[config.mk]
export PLATFORM = sky130hd
export DESIGN_NAME = dual_burst_pulser
export DESIGN_NICKNAME = d
export VERILOG_FILES = /design/src/rtl/pulser_pkg.sv /design/src/rtl/pulser_regs.sv /design/src/rtl/pulser_chan.sv /design/src/rtl/dual_burst_pulser.sv
export SDC_FILE = /design/constraint.sdc
export NUM_CORES = 1
export LEC_CHECK = 0
export BUFFER_PORTS_ARGS = -buffer_cell sky130_fd_sc_hd__buf_2
export CAP_MARGIN = 20
export CORE_AREA = 8 8 141 143
export DETAILED_ROUTE_END_ITERATION = 16
export DIE_AREA = 0 0 149 151
export GPL_TIMING_DRIVEN = 1
export PLACE_DENSITY = 0.77
export SETUP_SLACK_MARGIN = 0.02
export SLEW_MARGIN = 20
export SYNTH_ARGS = -nofsm -noshare
export SYNTH_HDL_FRONTEND = slang
export SYNTH_SLANG_ARGS = --single-unit
[constraint.sdc]
create_clock -name clk -period 5.3 [get_ports clk]
set_clock_uncertainty 0.15 [all_clocks]
set_input_delay 0.265 -clock clk [delete_from_list [all_inputs] [get_ports clk]]
set_output_delay 0.265 -clock clk [all_outputs]
set_load 0.03 [all_outputs]
[src/rtl/pulser_pkg.sv]
package pulser_pkg;
  typedef enum logic [1:0] {
    PH_HIGH = 2'd0,
    PH_LOW  = 2'd1,
    PH_DONE = 2'd2
  } phase_e;

  // command code bases decoded by the host-side mailbox logic
  localparam int HI_CODE_BASE  = 'h10;  // high duration of ch x at base + 2x
  localparam int LO_CODE_BASE  = 'h11;  // low duration of ch x at base + 2x
  localparam int CNT_CODE_BASE = 'h14;  // pulse count of ch x at base + x
  localparam int MASK_CODE     = 'h1F;  // enable mask, bit x for ch x
endpackage

[src/rtl/pulser_regs.sv]
module pulser_regs
  import pulser_pkg::*;
#(
  parameter int NUM_CH = 2,
  parameter int PER_W  = 16,
  parameter int CODE_W = 8
) (
  input  logic                         clk,
  input  logic                         rst,
  input  logic                         wr_en,
  input  logic [CODE_W-1:0]            wr_code,
  input  logic [PER_W-1:0]             wr_data,
  input  logic [CODE_W-1:0]            rd_code,
  output logic [PER_W-1:0]             rd_data,
  output logic [NUM_CH-1:0]            mask_q,
  output logic [NUM_CH-1:0]            mask_d,
  output logic [NUM_CH-1:0][PER_W-1:0] hi_per,
  output logic [NUM_CH-1:0][PER_W-1:0] lo_per,
  output logic [NUM_CH-1:0][PER_W-1:0] burst
);
  logic [PER_W-1:0] rd_next;

  always_comb begin
    mask_d = mask_q;
    if (wr_en && wr_code == CODE_W'(MASK_CODE))
      mask_d = wr_data[NUM_CH-1:0];
  end

  // duration and count writes are blocked while the channel is running
  always_ff @(posedge clk) begin
    if (rst) begin
      mask_q <= '0;
      hi_per <= '0;
      lo_per <= '0;
      burst  <= '0;
    end else begin
      mask_q <= mask_d;
      for (int i = 0; i < NUM_CH; i++) begin
        if (wr_en && !mask_q[i]) begin
          if (wr_code == CODE_W'(HI_CODE_BASE + 2*i)) hi_per[i] <= wr_data;
          if (wr_code == CODE_W'(LO_CODE_BASE + 2*i)) lo_per[i] <= wr_data;
          if (wr_code == CODE_W'(CNT_CODE_BASE + i))  burst[i]  <= wr_data;
        end
      end
    end
  end

  always_comb begin
    rd_next = '0;
    for (int i = 0; i < NUM_CH; i++) begin
      if (rd_code == CODE_W'(HI_CODE_BASE + 2*i)) rd_next = hi_per[i];
      if (rd_code == CODE_W'(LO_CODE_BASE + 2*i)) rd_next = lo_per[i];
      if (rd_code == CODE_W'(CNT_CODE_BASE + i))  rd_next = burst[i];
    end
    if (rd_code == CODE_W'(MASK_CODE)) rd_next = PER_W'(mask_q);
  end

  always_ff @(posedge clk) begin
    if (rst) rd_data <= '0;
    else     rd_data <= rd_next;
  end
endmodule

[src/rtl/pulser_chan.sv]
module pulser_chan
  import pulser_pkg::*;
#(
  parameter int PER_W = 16
) (
  input  logic             clk,
  input  logic             rst,
  input  logic             tick,
  input  logic             en_q,
  input  logic             en_d,
  input  logic [PER_W-1:0] hi_per,
  input  logic [PER_W-1:0] lo_per,
  input  logic [PER_W-1:0] burst,
  output logic             out
);
  localparam int CW = PER_W + 1;

  phase_e           ph, ph_n;
  logic [PER_W-1:0] cnt, cnt_n;
  logic [PER_W-1:0] rem, rem_n;
  logic [CW-1:0]    cnt_inc, eff_hi, eff_lo;

  assign cnt_inc = {1'b0, cnt} + CW'(1);
  assign eff_hi  = (hi_per == '0) ? CW'(1) : {1'b0, hi_per};
  assign eff_lo  = (lo_per == '0) ? CW'(1) : {1'b0, lo_per};

  always_comb begin
    ph_n  = ph;
    cnt_n = cnt;
    rem_n = rem;
    if (!en_q) begin
      ph_n  = PH_HIGH;
      cnt_n = '0;
      rem_n = burst;
    end else if (tick) begin
      case (ph)
        PH_HIGH: begin
          if (cnt_inc >= eff_hi) begin
            ph_n  = PH_LOW;
            cnt_n = '0;
          end else begin
            cnt_n = cnt_inc[PER_W-1:0];
          end
        end
        PH_LOW: begin
          if (cnt_inc >= eff_lo) begin
            cnt_n = '0;
            if (burst == '0) begin
              ph_n = PH_HIGH;
            end else if (rem > PER_W'(1)) begin
              rem_n = rem - PER_W'(1);
              ph_n  = PH_HIGH;
            end else begin
              rem_n = '0;
              ph_n  = PH_DONE;
            end
          end else begin
            cnt_n = cnt_inc[PER_W-1:0];
          end
        end
        default: ph_n = PH_DONE;
      endcase
    end
  end

  always_ff @(posedge clk) begin
    if (rst) begin
      ph  <= PH_HIGH;
      cnt <= '0;
      rem <= '0;
      out <= 1'b0;
    end else begin
      ph  <= ph_n;
      cnt <= cnt_n;
      rem <= rem_n;
      out <= en_d && (ph_n == PH_HIGH);
    end
  end
endmodule

[src/rtl/dual_burst_pulser.sv]
module dual_burst_pulser
  import pulser_pkg::*;
#(
  parameter int NUM_CH = 2,
  parameter int PER_W  = 16,
  parameter int CODE_W = 8
) (
  input  logic              clk,
  input  logic              rst,
  input  logic              tick,
  input  logic              wr_en,
  input  logic [CODE_W-1:0] wr_code,
  input  logic [PER_W-1:0]  wr_data,
  input  logic [CODE_W-1:0] rd_code,
  output logic [PER_W-1:0]  rd_data,
  output logic [NUM_CH-1:0] pwm_out
);
  logic [NUM_CH-1:0]            mask_q, mask_d;
  logic [NUM_CH-1:0][PER_W-1:0] hi_per, lo_per, burst;

  pulser_regs #(.NUM_CH(NUM_CH), .PER_W(PER_W), .CODE_W(CODE_W)) u_regs (
    .clk     (clk),
    .rst     (rst),
    .wr_en   (wr_en),
    .wr_code (wr_code),
    .wr_data (wr_data),
    .rd_code (rd_code),
    .rd_data (rd_data),
    .mask_q  (mask_q),
    .mask_d  (mask_d),
    .hi_per  (hi_per),
    .lo_per  (lo_per),
    .burst   (burst)
  );

  for (genvar g = 0; g < NUM_CH; g++) begin : g_ch
    pulser_chan #(.PER_W(PER_W)) u_chan (
      .clk    (clk),
      .rst    (rst),
      .tick   (tick),
      .en_q   (mask_q[g]),
      .en_d   (mask_d[g]),
      .hi_per (hi_per[g]),
      .lo_per (lo_per[g]),
      .burst  (burst[g]),
      .out    (pwm_out[g])
    );
  end
endmodule

==> results of run 1 <==
-- power breakdown --
part           total [mW]  internal, mW  switching, mW
clock network        1.43         0.832          0.594
registers            1.38          1.38        0.00145
logic               0.101        0.0269         0.0744
total                2.91          2.24          0.670
-- how the worst max path moves through the flow --
stage	slack (ns)	end	cells past startpoint	from
floorplan	1.38	g_ch[0].u_chan.cnt[11]	14	g_ch[0].u_chan.cnt[0]
global placement	1.27	g_ch[0].u_chan.rem[6]	12	g_ch[0].u_chan.cnt[2]
detailed placement	1.17	g_ch[1].u_chan.rem[5]	11	g_ch[1].u_chan.cnt[0]
CTS	1.14	g_ch[1].u_chan.rem[5]	11	g_ch[1].u_chan.cnt[0]
global route	0.72	g_ch[1].u_chan.rem[7]	11	g_ch[1].u_chan.cnt[0]
finish	1.13	g_ch[1].u_chan.rem[7]	11	g_ch[1].u_chan.cnt[0]
-- final cells by class --
| cell class | instances | area share [%] |
|---|---|---|
| Clock buffer | 19 | 3.84 |
| Inverter | 73 | 2.32 |
| Tap cell | 229 | 2.43 |
| Sequential cell | 184 | 31.2 |
| Clock inverter | 13 | 1.75 |
| Timing Repair Buffer | 67 | 3.16 |
| Multi-Input combinational cell | 960 | 55.3 |
-- synthesized netlist by cell type (all sizes together), types with 32 or more instances --
cell,n
ha,70
inv,72
nor4,37
nor2,175
nand2,120
a21oi,54
mux2i,99
nor3,32
nand3,35
clkbuf,49
o21ai,45
dfxtp,184
-- worst register-to-register path, stage by stage (launching register included) --
cell and delay, ns:
dfxtp_1 0.43, nand3_1 0.19, nor4_1 0.83, nand3_1 0.27, xnor2_1 0.22, ha_1 0.31, nand3_1 0.09, nor3_1 0.21
nor2_1 0.12, a31oi_1 0.77, nand4_1 0.17, a311oi_1 0.32
-- flip-flops by register name, indices dropped and copies added (netlist names), 4 cells and up --
name,cells
u_regs.hi_per,32
u_regs.rd_data,16
g_ch.u_chan.ph,4
g_ch.u_chan.cnt,32
u_regs.lo_per,32
u_regs.burst,32
g_ch.u_chan.rem,32
-- kinds of logic after synthesis --
group / after synthesis / share of synthesized area (%)
muxes: 112 / 11.8
adders and majority gates: 70 / 8.13
DFF: 184 / 34.2
AOI/OAI and AO/OA: 244 / 15.7
xor gates and xnor gates: 28 / 2.28
and+or+nand+nor: 506 / 22.5
buffers and inverters: 143 / 5.39
-- per-stage QoR --
stage | cells | total power, mW | instance area (um^2) | util, % | hold WS [ns]
global placement | 1513 | 1.51 | 11100 | 63.1 | 0.313
finish | 1545 | 2.91 | 11800 | 66.9 | 0.0603
detailed placement | 1513 | 1.51 | 11100 | 63.1 | 0.323
floorplan | 1287 | 1.47 | 10800 | - | 0.259
CTS | 1545 | 2.92 | 11800 | 66.9 | 0.0385
global route | 1545 | 2.99 | 11800 | 66.9 | 0.0672
-- routing by layer --
metal  GRT usage [%]  part of all wire [%]  vias to the layer above
met5               0                     0                        -
met4            10.4                   2.7                        0
met3            5.53                   9.9                       59
met2            40.5                    44                      470
met1            36.0                    43                     4588
li1                -                     -                     4700
==> impl_metrics.tcl, run 1 <==
set metrics [dict create \
    status "completed" \
    die_x_um 149 \
    drive_above_1_share_pct 10.6 \
    r2r_slack_ns 1.13 \
    slowest_stage "nor4_1" \
    drc 0 \
    area.growth.synth_to_final_pct 9.55 \
    cts.reportedPaths.clkPinSlew_ns 0.07 \
    start_util_pct 61.0 \
    cellPowerDensity_nw_per_um2 247 \
    grt_pass1_wl_um 47600 \
    core-area_um2 17700 \
    route.vias.total 9817 \
    syn_avg_cell_area_um2 8.37 \
    setup_slack_ns 1.13 \
    slew_headroom_pct 26.3 \
    required_ns 5.49 \
    cts_resized 0 \
    final_cell_mix "dfxtp_1 (184), nor2_1 (175), nand2_1 (120), mux2i_1 (99), inv_1 (72)" \
    htreeDepth 4 \
    cts_num_sinks 184 \
    globalRouteOverflowTotal 0 \
    grt_antenna_before_repair 0 \
    reg2reg_to "g_ch[1].u_chan.rem[7]" \
    min_path_cells 3 \
    synth_edf_count 0 \
    path_max_fanout 10 \
    nNetsFinal 1409 \
    boundaryPins 54 \
    cp_top_family "simple AND/OR/NAND/NOR gates" \
    cpMostUsedCell "nand3_1" \
    ir_drop_mv 0.238 \
    synth.cell_area_um2 10800 \
    numPortBuffers 53 \
    cts_buffers 17 \
    dr.pass1.iters 5 \
    yosys.cell_types.count 76 \
    rows 49 \
    cap_viol_max_count 0 \
    r2r_start "g_ch[1].u_chan.cnt[0]" \
    crit_buf_inv 0 \
    synth_cells 1287 \
    clk_latency_ns 0.44 \
    synth.top_cells.by_area "dfxtp_1 (34%), mux2i_1 (9.2%), ha_1 (8.1%)" \
    fp.dieH_um 151 \
    synthArstFlopShare_pct 0 \
    grt_pass1_vias 9020 \
    startpoint_type "flip-flop" \
    grt_max_degree 94 \
    synth_nets 1393 \
    worst_pin_slew_ns 1.10 \
    drt_iter0_markers 1057 \
    routed_via_density 6.35 \
    report.final.setup_viol 0 \
    hold_violations 0 \
    gp_congestion 0.869 \
    worst_path_largest_cell_delay_ns 0.83 \
    period_needed_ns 4.17 \
    max_freq_mhz 240 \
    yosys_register_bits 184 \
    grt_setup_unrepaired "false" \
    crit_chain "nand3_1 -> nor4_1 -> nand3_1 -> xnor2_1 -> ha_1 -> nand3_1 -> nor3_1 -> nor2_1 -> a31oi_1 -> nand4_1 -> a311oi_1" \
    worstHoldStart "wr_data[4]" \
    n_antenna_cell 0 \
    hold_end "u_regs.hi_per[20]" \
    arrival_ns 4.36 \
    cts_hold_buf 0 \
    cts_root_buf "clkbuf_16" \
    clk_path_buf_depth 2 \
    min_period_over_period_pct 78.7 \
    cts_tree "done" \
    crit_type "reg2reg" \
    ys_warn_count 0 \
    slew_violations 0 \
    seq_area_um2 3680 \
    wl_per_cell_um 19.5 \
    grt_util_all_layers_pct 26.5 \
    pre_cts_ws_ns 1.17 \
    cp-end-kind "flip-flop" \
    synth_ff_type "dfxtp_1" \
    totalWireLength_um 30100 \
    multi_input_area_um2 6530 \
    layout_commonest_cell "dfxtp_1" \
    leakage_nw 4.85 \
    yosysTopAreaCellShare_pct 34.2 \
    postCtsSetupRepairBufs 0 \
    hpwl_um 21500 \
    dieArea_um2 22500 \
    worstHoldPathType "in2reg" \
    fillerInstances 1450 \
    yosysSeqAreaShare_pct 34.2 \
    finalSetupTns_ns 0 \
    ant_nets 0 \
    ff2ff_path_depth 11 \
    synth_top_area_cell "dfxtp_1" \
]
Power figures use the tool's default switching activity.
==> run 2, diff against run 1 <==
==> constraint.sdc (replaced) <==
create_clock -name clk -period 4.2 [get_ports clk]
set_clock_uncertainty 0.15 [all_clocks]
set_input_delay 0.21 -clock clk [delete_from_list [all_inputs] [get_ports clk]]
set_output_delay 0.21 -clock clk [all_outputs]
set_load 0.03 [all_outputs]
==> run 2 against run 1 <==
Net effect: non-clock buffer count up 20; via count rose by 2.4%; critical path depth increased by 3; total power grew 25%; combinational power grew 31%; clock power grew 24%; critical endpoint is now g_ch[0].u_chan.rem[10]; largest cell class unchanged.
==> impl_metrics.tcl, run 2 (same netlist as run 1, synthesis figures left out) <==
set metrics [dict create \
    status "completed" \
    holdWs_ns 0.0120 \
    drive_above_1_share_pct 12.0 \
    route.vias.total 10100 \
    top_layer_used "met4" \
    clk_latency_ns 0.45 \
    leakage_nw 4.95 \
    cap_viol_max_count 0 \
    cts_num_sinks 184 \
    wl_met2_um 13900 \
    totalWireLength_um 30900 \
    rows 49 \
    place_inst 1529 \
    area.growth.synth_to_final_pct 11.2 \
    slew_headroom_pct 27.6 \
    final_cell_mix "dfxtp_1 (184), nor2_1 (175), nand2_1 (120), mux2i_1 (99), inv_1 (72)" \
    seq_area_um2 3680 \
    cp-endpoint "g_ch[0].u_chan.rem[10]" \
    arrival_ns 4.16 \
    cts_buffers 17 \
    cellPowerDensity_nw_per_um2 304 \
    grt_antenna_before_repair 0 \
    boundaryPins 54 \
    layout_commonest_cell "dfxtp_1" \
    dieArea_um2 22500 \
    worstHoldPathType "in2reg" \
    min_period_over_period_pct 94.3 \
    fillerInstances 1452 \
    hold_violations 0 \
    htreeDepth 4 \
    clk_path_buf_depth 2 \
    wl_per_cell_um 19.7 \
    cts_root_buf "clkbuf_16" \
    worst_pin_slew_ns 1.09 \
    globalRouteOverflowTotal 0 \
    crit_start "g_ch[0].u_chan.cnt[1]" \
    fp.dieH_um 151 \
    cp-end-kind "flip-flop" \
    ir_drop_mv 0.300 \
    r2r_start "g_ch[0].u_chan.cnt[1]" \
    fin_area_um2 12000 \
    hpwl_um 22200 \
    wl_met3_um 3030 \
    startpoint_type "flip-flop" \
    finalNonFillerCells 1565 \
    r2r_slack_ns 0.24 \
    crit_type "reg2reg" \
    slew_violations 0 \
    nNetsFinal 1429 \
    cts.reportedPaths.clkPinSlew_ns 0.07 \
    report.final.setup_viol 0 \
    gp_congestion 0.934 \
    grt_util_all_layers_pct 27.4 \
    cts_tree "done" \
    die_x_um 149 \
    grt_pass1_vias 9470 \
    max_freq_mhz 252 \
    ff2ff_path_depth 14 \
    start_util_pct 61.0 \
    reg2reg_to "g_ch[0].u_chan.rem[10]" \
    path_max_fanout 24 \
    routed_via_density 6.43 \
    postCtsSetupRepairBufs 0 \
    n_antenna_cell 0 \
    required_ns 4.40 \
    dr.pass1.iters 6 \
    period_needed_ns 3.96 \
    multi_input_area_um2 6560 \
    grt_max_degree 94 \
    numPortBuffers 53 \
    grt_pass1_wl_um 49200 \
    core-area_um2 17700 \
    ant_nets 0 \
    drc 0 \
    place_area_um2 11300 \
    drt_iter0_markers 1160 \
    met1Wirelength_um 13200 \
]
## run 2: what timing repair did
action	4_1_cts	5_1_grt
setup endpoints to repair	0	22
hold endpoints to repair	8	0
hold buffers	4	0
resized for setup	0	6
## run 2: critical path, cell delays in order, from the launching register on
cell	delay, ns
dfxtp_1	0.39
ha_1	0.30
nand3_1	0.20
nor2_1	0.20
nand2_1	0.09
xnor2_1	0.15
ha_1	0.31
nand4_1	0.18
a2111oi_2	0.41
buf_4	0.17
o31a_1	0.25
o311ai_2	0.17
buf_12	0.20
or4_1	0.46
a311oi_1	0.25
## run 2: layout make-up
| cell class | instances | area share (%) |
|---|---|---|
| Sequential cell | 184 | 30.7 |
| Inverter | 73 | 2.29 |
| Tap cell | 229 | 2.39 |
| Multi-Input combinational cell | 960 | 54.7 |
| Clock inverter | 14 | 1.76 |
| Clock buffer | 18 | 3.58 |
| Timing Repair Buffer | 87 | 4.55 |
## run 2: metrics by stage
step	setup TNS (ns)	worst slack [ns]	utilization (%)	total power [mW]
6_report	0	0.240	67.9	3.65
5_1_grt	-0.0698	-0.0370	67.9	3.73
4_1_cts	0	0.161	67.7	3.66
3_5_place_dp	0	0.164	63.9	1.91
3_3_place_gp	0	0.295	63.9	1.91
2_1_floorplan	0	0.284	-	1.85
## run 2: worst min path at each step
| stage | from | to | depth (start not counted) |
|---|---|---|---|
| after floorplan | wr_data[0] | u_regs.burst[0] | 2 |
| after global placement | g_ch[1].u_chan.cnt[1] | g_ch[1].u_chan.cnt[1] | 2 |
| after detailed placement | g_ch[0].u_chan.cnt[15] | g_ch[0].u_chan.cnt[15] | 2 |
| after CTS | wr_data[5] | u_regs.burst[21] | 3 |
| after global routing | wr_data[5] | u_regs.hi_per[21] | 3 |
| final | wr_data[5] | u_regs.hi_per[21] | 3 |
## run 2: power breakdown
part	switching, mW	internal [mW]	total [mW]	leakage [nW]
combinational	0.0954	0.0365	0.132	3.16
clock	0.755	1.01	1.77	0.310
sequential	0.00194	1.74	1.75	1.48
total	0.853	2.80	3.65	4.95
## run 2: per-layer routing
metal,up-vias,GRT usage (%)
met1,4768,36.1
met3,69,6.51
met4,0,9.79
li1,4753,-
met2,467,43.0
met5,-,0
==> run 3, diff against run 2 <==
--- a/config.mk
+++ b/config.mk
@@ -7,9 +7,9 @@
 export LEC_CHECK = 0
 export BUFFER_PORTS_ARGS = -buffer_cell sky130_fd_sc_hd__buf_2
 export CAP_MARGIN = 20
-export CORE_AREA = 8 8 141 143
+export CORE_AREA = 8 8 157 129
 export DETAILED_ROUTE_END_ITERATION = 16
-export DIE_AREA = 0 0 149 151
+export DIE_AREA = 0 0 165 137
 export GPL_TIMING_DRIVEN = 1
 export PLACE_DENSITY = 0.77
 export SETUP_SLACK_MARGIN = 0.02
==> run 3 against run 2 <==
Net effect: sequential power hardly changed; register-to-register slack worse by 0.03 ns; largest power group is now sequential cells; highest routed layer unchanged; largest cell class unchanged; worst setup slack worse by 0.033 ns; clock-buffer cell count is 1 higher; non-clock buffer count is 4 lower; fmax is 0.82% lower; core utilization is 0.52 points lower; critical path type unchanged; worst hold slack better by 0.013 ns.
==> impl_metrics.tcl, run 3 (same netlist as run 1, synthesis figures left out) <==
set metrics [dict create \
    status "completed" \
    area.growth.synth_to_final_pct 11.2 \
    fillerInstances 1398 \
    grt_util_all_layers_pct 27.7 \
    dieArea_um2 22600 \
    worstHoldPathType "in2reg" \
    wl_per_cell_um 20.2 \
    drc 0 \
    report.final.setup_viol 0 \
    ant_nets 0 \
    start_util_pct 60.6 \
    slew_headroom_pct 24.6 \
    layout_commonest_cell "dfxtp_1" \
    die_x_um 165 \
    drive_above_1_share_pct 12.5 \
    worstHoldStart "wr_data[12]" \
    ff2ff_path_depth 12 \
    crit_start "g_ch[0].u_chan.cnt[6]" \
    cap_viol_max_count 0 \
    cts.reportedPaths.clkPinSlew_ns 0.07 \
    routed_via_density 6.44 \
    grt_max_degree 69 \
    r2r_start "g_ch[0].u_chan.cnt[6]" \
    core-area_um2 17800 \
    place_area_um2 11200 \
    rows 44 \
    cts_num_sinks 184 \
    path_max_fanout 24 \
    fp.dieH_um 137 \
    drt_iter0_markers 1232 \
    clk_latency_ns 0.43 \
    finalNonFillerCells 1563 \
    cp-end-kind "flip-flop" \
    grt_antenna_before_repair 1 \
    power_mw 3.58 \
    min_period_over_period_pct 95.1 \
    hold_violations 0 \
    cts_root_buf "clkbuf_16" \
    hpwl_um 22900 \
    max_freq_mhz 250 \
    r2r_slack_ns 0.21 \
    reg2reg_to "g_ch[0].u_chan.rem[10]" \
    fin_util_pct 67.4 \
    cellPowerDensity_nw_per_um2 299 \
    worst_path_largest_cell_delay_ns 0.56 \
    worst_pin_slew_ns 1.13 \
    required_ns 4.39 \
    totalWireLength_um 31600 \
    gp_congestion 0.913 \
    route.vias.total 10100 \
    cts_buffers 17 \
    dr.pass1.iters 7 \
    fin_area_um2 12000 \
    slowest_stage "or4_4" \
    slew_violations 0 \
    nNetsFinal 1425 \
    globalRouteOverflowTotal 0 \
    crit_chain "nand2_1 -> or4_4 -> nor4_2 -> xor2_1 -> ha_1 -> nand3_1 -> nor2_1 -> o31a_1 -> o311ai_2 -> buf_12 -> or4_1 -> a311oi_1" \
    period_needed_ns 3.99 \
    clk_path_buf_depth 2 \
    grt_pass1_wl_um 49400 \
    grt_pass1_vias 9331 \
    cts_tree "done" \
    grt_setup_unrepaired "false" \
    finalSetupTns_ns 0 \
    min_path_cells 3 \
    holdWs_ns 0.0255 \
    startpoint_type "flip-flop" \
    ir_drop_mv 0.217 \
    leakage_nw 4.91 \
    final_cell_mix "dfxtp_1 (183), nor2_1 (174), nand2_1 (120), mux2i_1 (99), inv_1 (72)" \
    htreeDepth 4 \
    hold_end "u_regs.burst[28]" \
    place_inst 1525 \
    boundaryPins 54 \
    pre_cts_ws_ns 0.0142 \
    setup_slack_ns 0.207 \
    numPortBuffers 53 \
    crit_type "reg2reg" \
    arrival_ns 4.19 \
]
## run 3: worst max-delay path, delay by kind of cell (launching register included)
family,cells,cell delay [ns]
XOR/XNOR,1,0.30
adder cells (fa/ha/maj),1,0.23
AO/OA/AOI/OAI,3,0.74
flip-flops,1,0.47
AND/OR/NAND/NOR,6,1.82
buffers and inverters,1,0.20
## run 3: layout make-up
type	instances	area (um^2)	area share [%]
clock buffers	19	453	3.78
inverters	73	274	2.29
repair buffers	83	510	4.26
diodes	1	2.50	0.0209
multi-input cells	960	6600	55.1
flip-flops and latches	184	3680	30.8
well taps	230	288	2.40
clock inverters	13	166	1.39
## run 3: repair_timing
action | 4_1_cts | 5_1_grt
hold endpoints to repair | 14 | 0
gates resized for setup | 0 | 15
hold buffers | 2 | 0
setup buffers | 0 | 3
endpoints found under the setup margin | 0 | 48
## run 3: power by group
part | switching (mW) | total (mW) | leakage, nW | internal (mW)
registers | 0.00199 | 1.75 | 1.48 | 1.75
clock network | 0.724 | 1.70 | 0.308 | 0.976
logic | 0.0983 | 0.134 | 3.12 | 0.0357
## run 3: how the worst max path moves through the flow
stage	to	slack, ns
global route	g_ch[0].u_chan.rem[10]	0.02
detailed placement	g_ch[0].u_chan.rem[8]	0.01
global placement	g_ch[0].u_chan.rem[8]	0.26
floorplan	g_ch[0].u_chan.cnt[11]	0.28
CTS	g_ch[0].u_chan.rem[8]	0.03
finish	g_ch[0].u_chan.rem[10]	0.21
## run 3: layer usage
layer  up-vias  track usage [%]  part of all wire (%)
met4         0             7.99                   2.1
met5         -                0                     0
met2       503             41.8                    44
met3        67             8.24                    11
li1       4730                -                     -
met1      4770             37.7                    43
